## config.mk

```make
export PLATFORM = sky130hd
export DESIGN_NAME = adc_thr_cmp
export DESIGN_NICKNAME = d
export VERILOG_FILES = /design/src/rtl/adc_thr_pkg.sv /design/src/rtl/adc_thr_cond.sv /design/src/rtl/adc_thr_run.sv /design/src/rtl/adc_thr_cmp.sv
export SDC_FILE = /design/constraint.sdc
export NUM_CORES = 1
export LEC_CHECK = 0
export ABC_AREA = 1
export BUFFER_PORTS_ARGS = -buffer_cell sky130_fd_sc_hd__clkbuf_2
export CORE_MARGIN = 1.5
export CORE_UTILIZATION = 45
export DETAILED_ROUTE_END_ITERATION = 6
export GPL_ROUTABILITY_DRIVEN = 1
export GPL_TIMING_DRIVEN = 0
export PLACE_DENSITY = 0.71
export SYNTH_ARGS = -nofsm -noshare
export SYNTH_HDL_FRONTEND = slang
export SYNTH_SLANG_ARGS = --single-unit
```

## constraint.sdc

```tcl
create_clock -name clk -period 1.6 [get_ports clk]
set_input_delay 0.16 -clock clk [delete_from_list [all_inputs] [get_ports clk]]
set_output_delay 0.16 -clock clk [all_outputs]
set_load 0.1 [all_outputs]
```

## src/rtl/adc_thr_pkg.sv

```systemverilog
// Shared widths, configuration-word layout and its decoder for the
// threshold comparator. Assumes a 32-bit configuration word.
package adc_thr_pkg;
    localparam int RES_W    = 12;
    localparam int SLOT_W   = 5;
    localparam int MCNT_W   = 4;
    localparam int CFG_W    = 32;
    localparam int EN_BIT   = 0;
    localparam int GE_BIT   = 1;
    localparam int WIN_BIT  = 2;
    localparam int IE_BIT   = 3;
    localparam int SLOT_LSB = 4;
    localparam int MCNT_LSB = SLOT_LSB + SLOT_W;
    localparam int VAL_LSB  = 16;
    localparam int STAT_LSB = 4;

    typedef struct packed {
        logic [RES_W-1:0]  value;
        logic [MCNT_W-1:0] mcnt;
        logic [SLOT_W-1:0] slot;
        logic              irq_en;
        logic              win;
        logic              ge;
        logic              en;
    } unit_cfg_t;

    // Unpack a raw configuration word into its fields.
    function automatic unit_cfg_t decode_cfg(input logic [CFG_W-1:0] w);
        unit_cfg_t c;
        c.en     = w[EN_BIT];
        c.ge     = w[GE_BIT];
        c.win    = w[WIN_BIT];
        c.irq_en = w[IE_BIT];
        c.slot   = w[SLOT_LSB +: SLOT_W];
        c.mcnt   = w[MCNT_LSB +: MCNT_W];
        c.value  = w[VAL_LSB +: RES_W];
        return c;
    endfunction
endpackage

```

## src/rtl/adc_thr_cond.sv

```systemverilog
// Threshold test for one unit: passes when data is below the value
// (ge = 0) or at/above it (ge = 1). Purely combinational.
module adc_thr_cond #(
    parameter int W = 12
) (
    input  logic [W-1:0] data,
    input  logic [W-1:0] value,
    input  logic         ge,
    output logic         pass
);
    // Select the comparison direction.
    always_comb begin
        pass = ge ? (data >= value) : (data < value);
    end
endmodule

```

## src/rtl/adc_thr_run.sv

```systemverilog
// Consecutive-match counter and sticky flag for one unit. Assumes hit
// already includes the valid strobe and the slot match; en, mcnt are
// the unit's registered configuration; load marks a configuration write.
module adc_thr_run #(
    parameter int CNT_W = 4
) (
    input  logic             clk,
    input  logic             rst_n,
    input  logic             en,
    input  logic             hit,
    input  logic             pass,
    input  logic             load,
    input  logic [CNT_W-1:0] mcnt,
    input  logic             clr,
    output logic             flag
);
    logic [CNT_W-1:0] cnt;
    logic             fire;

    // A run completes on a passing hit when the count equals the limit.
    always_comb begin
        fire = en && !load && hit && pass && (cnt == mcnt);
    end

    // Track the length of the current run of passing hits.
    always_ff @(posedge clk) begin
        if (!rst_n) begin
            cnt <= '0;
        end else if (load || !en) begin
            cnt <= '0;
        end else if (hit) begin
            if (!pass || fire) cnt <= '0;
            else               cnt <= cnt + 1'b1;
        end
    end

    // Sticky flag: a completed run sets it, a clear drops it, set wins.
    always_ff @(posedge clk) begin
        if (!rst_n)   flag <= 1'b0;
        else if (fire) flag <= 1'b1;
        else if (clr)  flag <= 1'b0;
    end

    assert_fire_sets_R2: assert property (@(posedge clk) disable iff (!rst_n)
        fire |=> flag);
    assert_cnt_bound_R2: assert property (@(posedge clk) disable iff (!rst_n)
        cnt <= mcnt);
    assert_fail_restart_R4: assert property (@(posedge clk) disable iff (!rst_n)
        (hit && !pass) |=> (cnt == '0));
    assert_other_slot_R4: assert property (@(posedge clk) disable iff (!rst_n)
        (!hit && !load && en) |=> $stable(cnt));
    assert_rerun_R5: assert property (@(posedge clk) disable iff (!rst_n)
        fire |=> (cnt == '0));
    assert_clear_R8: assert property (@(posedge clk) disable iff (!rst_n)
        (clr && !fire) |=> !flag);
    assert_disabled_R9: assert property (@(posedge clk) disable iff (!rst_n)
        !en |=> (cnt == '0));
endmodule

```

## src/rtl/adc_thr_cmp.sv

```systemverilog
// Four-unit ADC result threshold comparator. Holds per-unit configuration,
// evaluates each result against every unit, joins even/odd pairs in window
// mode and drives sticky flags plus masked interrupt requests.
// Assumes NUM_UNITS is even and at most four status clear bits.
module adc_thr_cmp
    import adc_thr_pkg::*;
#(
    parameter int NUM_UNITS = 4,
    localparam int UNIT_W   = $clog2(NUM_UNITS),
    localparam int STAT_W   = STAT_LSB + NUM_UNITS
) (
    input  logic                 clk,
    input  logic                 rst_n,
    input  logic                 res_valid,
    input  logic [SLOT_W-1:0]    res_slot,
    input  logic [RES_W-1:0]     res_data,
    input  logic                 cfg_we,
    input  logic [UNIT_W-1:0]    cfg_unit,
    input  logic [CFG_W-1:0]     cfg_wdata,
    input  logic                 stat_we,
    input  logic [STAT_W-1:0]    stat_wdata,
    output logic [NUM_UNITS-1:0] cmp_flag,
    output logic [NUM_UNITS-1:0] cmp_irq
);
    unit_cfg_t            cfg_q [NUM_UNITS];
    logic [NUM_UNITS-1:0] pass_own;
    logic [NUM_UNITS-1:0] pass_eff;
    logic [NUM_UNITS-1:0] unused_win;
    logic                 unused_bits;

    assign unused_bits = ^{cfg_wdata[CFG_W-1:VAL_LSB+RES_W],
                           cfg_wdata[VAL_LSB-1:MCNT_LSB+MCNT_W],
                           stat_wdata[STAT_LSB-1:0], unused_win};

    // Configuration registers, one word per unit.
    always_ff @(posedge clk) begin
        if (!rst_n) begin
            for (int k = 0; k < NUM_UNITS; k++) cfg_q[k] <= '0;
        end else if (cfg_we) begin
            cfg_q[cfg_unit] <= decode_cfg(cfg_wdata);
        end
    end

    for (genvar i = 0; i < NUM_UNITS; i++) begin : g_unit
        logic hit;
        logic load;
        logic clr;

        adc_thr_cond #(.W(RES_W)) u_cond (
            .data  (res_data),
            .value (cfg_q[i].value),
            .ge    (cfg_q[i].ge),
            .pass  (pass_own[i])
        );

        if (i % 2 == 0) begin : g_lead
            // Window mode also demands the partner's test on the same data.
            assign pass_eff[i]   = pass_own[i] && (!cfg_q[i].win || pass_own[i+1]);
            assign unused_win[i] = 1'b0;
        end else begin : g_partner
            assign pass_eff[i]   = pass_own[i];
            assign unused_win[i] = cfg_q[i].win;
        end

        assign hit  = res_valid && (res_slot == cfg_q[i].slot);
        assign load = cfg_we && (cfg_unit == UNIT_W'(i));
        assign clr  = stat_we && stat_wdata[STAT_LSB+i];

        adc_thr_run #(.CNT_W(MCNT_W)) u_run (
            .clk   (clk),
            .rst_n (rst_n),
            .en    (cfg_q[i].en),
            .hit   (hit),
            .pass  (pass_eff[i]),
            .load  (load),
            .mcnt  (cfg_q[i].mcnt),
            .clr   (clr),
            .flag  (cmp_flag[i])
        );

        assign cmp_irq[i] = cmp_flag[i] && cfg_q[i].irq_en;
    end
endmodule

```

Word-level counts from Yosys, hierarchy flattened
Memory sizes are Yosys's and may differ from the RTL's.
Index checks and enable logic that the tools add are counted.
Word-level totals
  register bits after elaboration: 20
  RAM bits: 100
  output and inout bits: 8
  word-level logic and storage cells: 124
  memories kept: 1
Memory list
  cfg_q: depth 4, bits a word 25, read ports 4, clocked after Yosys merged registers in 0, write ports 4, line adc_thr_cmp.sv:25  | unit_cfg_t cfg_q [NUM_UNITS];
Cells by class
  add/subtract/negate cells: 4
  $lt $le $gt $ge: 8
  equality and inequality tests: 11
  mux-type cells: 23
  bitwise operators: 1
  reductions and logical operators: 68
Operators with widths (count)
  >= comparator 12 bit: 4
  < comparator 12 bit: 4
  logical AND 1 bit: 34
  2-to-1 mux 25 bit: 1
  OR reduction 25 bit: 1
  == test 5 bit: 4
  2-to-1 mux 1 bit: 17
  adder 4 x 1 -> 4 bit (second input constant): 4
  == test 4 bit: 4
  2-to-1 mux 4 bit: 4
  logical NOT 1 bit: 14
  logical OR 1 bit: 10
  nonzero test 2 bit: 4
  OR reduction 2 bit: 4
  == test 2 bit (second input constant): 2
  == test 2 x 1 -> 1 bit (second input constant): 1
  logical NOT 2 bit: 1
  2-to-1 mux 2 bit: 1
  inverter 1 bit: 1

Longest topological paths before layout
  depth after elaboration: 9
  depth in mapped cells: 16

Modules after synthesis
A second synthesis with hierarchy kept.
Second synthesis, totals
  cells, all modules: 854
  area, all modules: 7033.0 um2
Modules (own cells, without submodules)
  adc_thr_cmp: times used 1, cells each 362, area an instance 4065.1 um2, seq. area each 2942.8 um2
  adc_thr_cond: times used 4, cells each 69, area an instance 400.4 um2, seq. area each 0.0 um2
  adc_thr_run: times used 4, cells each 54, area an instance 341.6 um2, seq. area each 100.1 um2

Least setup slack after synthesis
OpenSTA, ideal clock, no wires.
  kind: input to register
  start point: input cfg_unit[0]
  end point: memory cfg_q[0][0] (netlist bit) (enable)
  data arrival time: 1.226 ns
  path slack: -0.058 ns
  cell stages on the path: 4
  path through: inv_1 > nand3_1 > clkbuf_1 > nand2_1
RTL lines
  from (decl): line adc_thr_cmp.sv:18  | input logic [UNIT_W-1:0] cfg_unit,
  to (decl): line adc_thr_cmp.sv:25

==> results_tabular.tex <==
\begin{tabular}{lr}
\hline
Metric & Value \\
\hline
\multicolumn{2}{l}{\textbf{Detailed routing}} \\
\quad Vias & 4816 \\
\quad Number of DRC violations after detailed-routing iteration 0 & a little under 400 \\
\quad Vias per std cell & 4.91 \\
\quad Residual DRC & 0 \\
\quad Wirelength per Cell & 15.5 um \\
\quad Post-route antenna net violation count & 0 \\
\quad Initial DRT Pass Iterations & 5 \\
\quad Wire length reported by the detailed router & 15100 um \\
\multicolumn{2}{l}{\textbf{Timing}} \\
\quad Final Worst Setup Slack & -0.279 ns \\
\quad Final cycle utilization of the critical path & 117\% \\
\quad Count of final setup violators & 20 \\
\quad Worst Max-Slew Pin Slew & between 1 and 1.5 ns \\
\quad RSZ-0062 raised after global routing & yes \\
\quad Layout Skew & 0.00838 ns \\
\quad Worst relative slew slack & 21.8\% \\
\quad Tmin final & approximately 1.9 ns \\
\quad Maximum clock frequency & between 500 and 600 MHz \\
\quad Number of endpoints with negative hold slack in the final report & 0 \\
\quad WHS & 0.00626 ns \\
\quad Final Slew Violations & 0 \\
\multicolumn{2}{l}{\textbf{Final layout}} \\
\quad Fin cells & just under 1000 \\
\quad Layout net count & 904 \\
\quad Post-layout utilization of the core & 58.3\% \\
\quad Multi-input combinational cell area & 2990 sq um \\
\quad Footprint of the flip-flops and latches & between 3000 and 4000 sq um \\
\quad Fill count & $\sim$1100 \\
\quad Area growth from synthesis to final layout & 26.9\% \\
\quad Layout cell share with drive strength beyond 1 & 26.9\% \\
\quad Area of all placed cells without fillers & 8100 sq um \\
\quad Antenna cells & 0 \\
\multicolumn{2}{l}{\textbf{Status}} \\
\quad Result of the run & complete, but fails checks \\
\quad Violations in the final reports & negative setup slack \\
\multicolumn{2}{l}{\textbf{Place}} \\
\quad Pre-CTS WS & -0.840 ns \\
\quad Routability congestion estimate from global placement & 0.788 \\
\quad Port Buffer Count & 60 \\
\quad Estimated wirelength of the detail-placed design & a little under 10000 um \\
\quad Area post-placement & roughly 7000 sq um \\
\quad Post-placement cell count & 943 \\
\multicolumn{2}{l}{\textbf{Global routing}} \\
\quad Vias in the first global route & 4721 \\
\quad Met1 track demand over resource in global routing & 25.3\% \\
\quad Total GRT Usage & 20.6\% \\
\quad Met2 Usage GRT & 34.7\% \\
\quad First-pass GRT wire length & 22800 um \\
\quad Largest net degree at the start of global routing & 26 \\
\quad Met3 Use GR & 4.63\% \\
\quad Busiest layer in global routing & met2 \\
\quad Total gr overflow & 0 \\
\quad Antenna violations before repair & 0 \\
\multicolumn{2}{l}{\textbf{Job}} \\
\quad Number of maximum-capacitance constraint violations & 0 \\
\multicolumn{2}{l}{\textbf{Floorplan}} \\
\quad Initial standard-cell utilization of the core & 46.0\% \\
\quad Die boundary width & roughly 120 um \\
\quad DIE HEIGHT & approximately 120 um \\
\quad Floorplan row count & 43 \\
\quad Number of ports placed on the die boundary & between 70 and 80 \\
\quad Floorplan Core Area & approximately 14000 sq um \\
\quad Die area & 14900 sq um \\
\multicolumn{2}{l}{\textbf{Logic synthesis}} \\
\quad Leading cell types by total area after synthesis & sky130\_fd\_sc\_hd\_\_edfxtp\_1 (46\%), sky130\_fd\_sc\_hd\_\_ha\_1 (10\%), sky130\_fd\_sc\_hd\_\_nand2\_1 (8.8\%), sky130\_fd\_sc\_hd\_\_inv\_1 (7.2\%), sky130\_fd\_sc\_hd\_\_nor2\_1 (6.7\%) \\
\quad Syn Std Cell Area & 6380 sq um \\
\quad Top cells by instance count after synthesis & sky130\_fd\_sc\_hd\_\_nand2\_1 (149), sky130\_fd\_sc\_hd\_\_inv\_1 (122), sky130\_fd\_sc\_hd\_\_nor2\_1 (114) \\
\quad Cells after Synth & 703 \\
\quad Dominant cell type by area after synthesis & sky130\_fd\_sc\_hd\_\_edfxtp\_1 \\
\quad Synthesized net count & between 800 and 900 \\
\quad Avg Inst Size Synth & 9.08 sq um \\
\quad Synth warnings & 0 \\
\quad Post-synth EDFFs & 98 \\
\quad Share of the yosys chip area belonging to registers & 52.4\% \\
\quad Synthesis-stage register bit count & 118 \\
\quad Top-count cell post-synth & sky130\_fd\_sc\_hd\_\_nand2\_1 \\
\quad Top-area cell type share of the netlist area & 46.1\% \\
\quad Most used DFF post-synth & sky130\_fd\_sc\_hd\_\_edfxtp\_1 \\
\quad Number of distinct standard cells referenced by the synthesized netlist & 34 \\
\quad Share of synthesized flip-flops with an asynchronous set or reset & 0\% \\
\multicolumn{2}{l}{\textbf{Pwr}} \\
\quad IR Drop Worst-Case VDD & 0.790 mV \\
\quad PwrDens & approximately 1100 nW/um\^{}2 \\
\quad P\_leak & 3.66 nW \\
\multicolumn{2}{l}{\textbf{Clock network}} \\
\quad Maximum root-to-sink buffer count & 2 \\
\quad Cts bufs inserted & 17 \\
\quad Cts hold-fix bufs & 0 \\
\quad Clock root cell & sky130\_fd\_sc\_hd\_\_clkbuf\_16 \\
\quad Htree depth & 4 \\
\quad Clock sink count & approximately 120 \\
\quad Clock network latency to the later pin of the worst-skew pair & 0.42 ns \\
\quad Clock transition time at the flip-flop clock pins of the worst setup and hold paths & around 0.060 ns \\
\quad TritonCTS clock tree & yes \\
\multicolumn{2}{l}{\textbf{Worst setup path}} \\
\quad Startpoint of the most critical register-to-register path & cfg\_q[3][19] \\
\quad Startpoint kind of the worst setup timing path & register \\
\quad Req. time, crit path & 1.90 ns \\
\quad Maximum single-stage delay on the critical path & around 0.37 ns \\
\quad Critical path peak fanout & 2 \\
\quad Buffers and inverters on the worst path & 3 \\
\quad Nature of the critical path endpoint & register \\
\quad Worst path top cell family by delay & simple AND/OR/NAND/NOR gates \\
\quad Critical path arrival & 2.18 ns \\
\quad Class of the most critical setup path & reg -> reg \\
\quad Max stage delay cell, worst path & sky130\_fd\_sc\_hd\_\_edfxtp\_1 \\
\quad Critical-path cell list & inv\_1, ha\_1, nand2\_2, inv\_1, nand2\_1, nand2\_2, a21oi\_2, nand3\_4, nand2\_4, nand2\_4, buf\_4, nand3\_4, a21oi\_2 \\
\quad Source of the critical timing path & cfg\_q[3][19] \\
\multicolumn{2}{l}{\textbf{Min path}} \\
\quad Worst hold path class & in -> reg \\
\quad Start point of the worst hold path & stat\_wdata[7] \\
\hline
\end{tabular}
layer usage:
| layer | up-vias | part of all wire, % |
|---|---|---|
| li1 | 2418 | - |
| met1 | 2232 | 43 |
| met2 | 138 | 50 |
| met3 | 28 | 5.1 |
| met4 | 0 | 2.0 |
| met5 | - | 0 |
sequential cells by signal, summed over array words and instances, names as in the netlist:
signal and count:
g_unit.u_run.flag 4, g_unit.u_run.cnt 16, cfg_q 98
cells by family (layout without fill, tap and decap cells):
kind of cell / Yosys count / in the layout / share of synthesized area [%]
adders and majority gates: 52 / 52 / 10.2
AOI/OAI and AO/OA: 45 / 45 / 3.69
xor gates and xnor gates: 32 / 32 / 4.39
muxes: 1 / 1 / 0.157
and+or+nand+nor: 315 / 315 / 20.7
buffers and inverters: 140 / 237 / 8.51
DFF: 118 / 118 / 52.4
final timing paths:
check	to	slack, ns	cells past startpoint
worst min-delay path	g_unit[3].u_run.flag	0.006	4
worst max-delay path	g_unit[2].u_run.flag	-0.28	13
worst max register to register	g_unit[2].u_run.flag	-0.28	13
worst min register to register	g_unit[3].u_run.flag	0.48	2
final cells by class:
type,count,area share [%]
sequential,118,41.3
multi-input combinational,445,37.0
inverter,128,5.93
clock buffer,18,5.30
timing repair buffer,67,4.45
tap,180,2.78
clock inverter,13,2.55
buffer,11,0.742
worst reg2reg max path: stages (launching register included):
cell	delay [ns]
sky130_fd_sc_hd__edfxtp_1	0.37
sky130_fd_sc_hd__inv_1	0.07
sky130_fd_sc_hd__ha_1	0.23
sky130_fd_sc_hd__nand2_2	0.12
sky130_fd_sc_hd__inv_1	0.05
sky130_fd_sc_hd__nand2_1	0.08
sky130_fd_sc_hd__nand2_2	0.09
sky130_fd_sc_hd__a21oi_2	0.20
sky130_fd_sc_hd__nand3_4	0.13
sky130_fd_sc_hd__nand2_4	0.11
sky130_fd_sc_hd__nand2_4	0.07
sky130_fd_sc_hd__buf_4	0.15
sky130_fd_sc_hd__nand3_4	0.06
sky130_fd_sc_hd__a21oi_2	0.05
through the flow:
stage	total power, mW	setup TNS [ns]
2_1_floorplan	4.21	0
3_3_place_gp	4.48	-53.81
3_5_place_dp	4.51	-58.04
4_1_cts	8.78	-1.82
5_1_grt	9.18	-5.31
6_report	8.89	-3.72
layout by cell type, fill, tap and decap left out, drive strengths merged:
cell type	synthesis	routed
a21oi	30	30
and2	3	3
and3	1	1
buf	6	13
bufinv	0	5
clkbuf	6	83
clkinv	1	6
clkinvlp	0	3
dfxtp	20	20
edfxtp	98	98
ha	52	52
inv	127	127
mux2i	1	1
nand2	149	149
nand2b	1	1
nand3	25	25
nand4	8	8
nor2	116	116
nor3	5	5
o21ai	13	13
o22ai	2	2
or2	7	7
xnor2	16	16
xor2	16	16
where the power goes:
part	switching [mW]	internal, mW	total (mW)
Clock	1.37	2.74	4.12
Sequential	0.0749	3.53	3.60
Combinational	0.726	0.437	1.16
repair_timing:
item                                    in CTS  in global routing
resized for setup                           73                 43
pin swaps                                   25                 22
endpoints found under the setup margin      94                 70
setup buffers                                7                  2
Power figures use the tool's default switching activity.
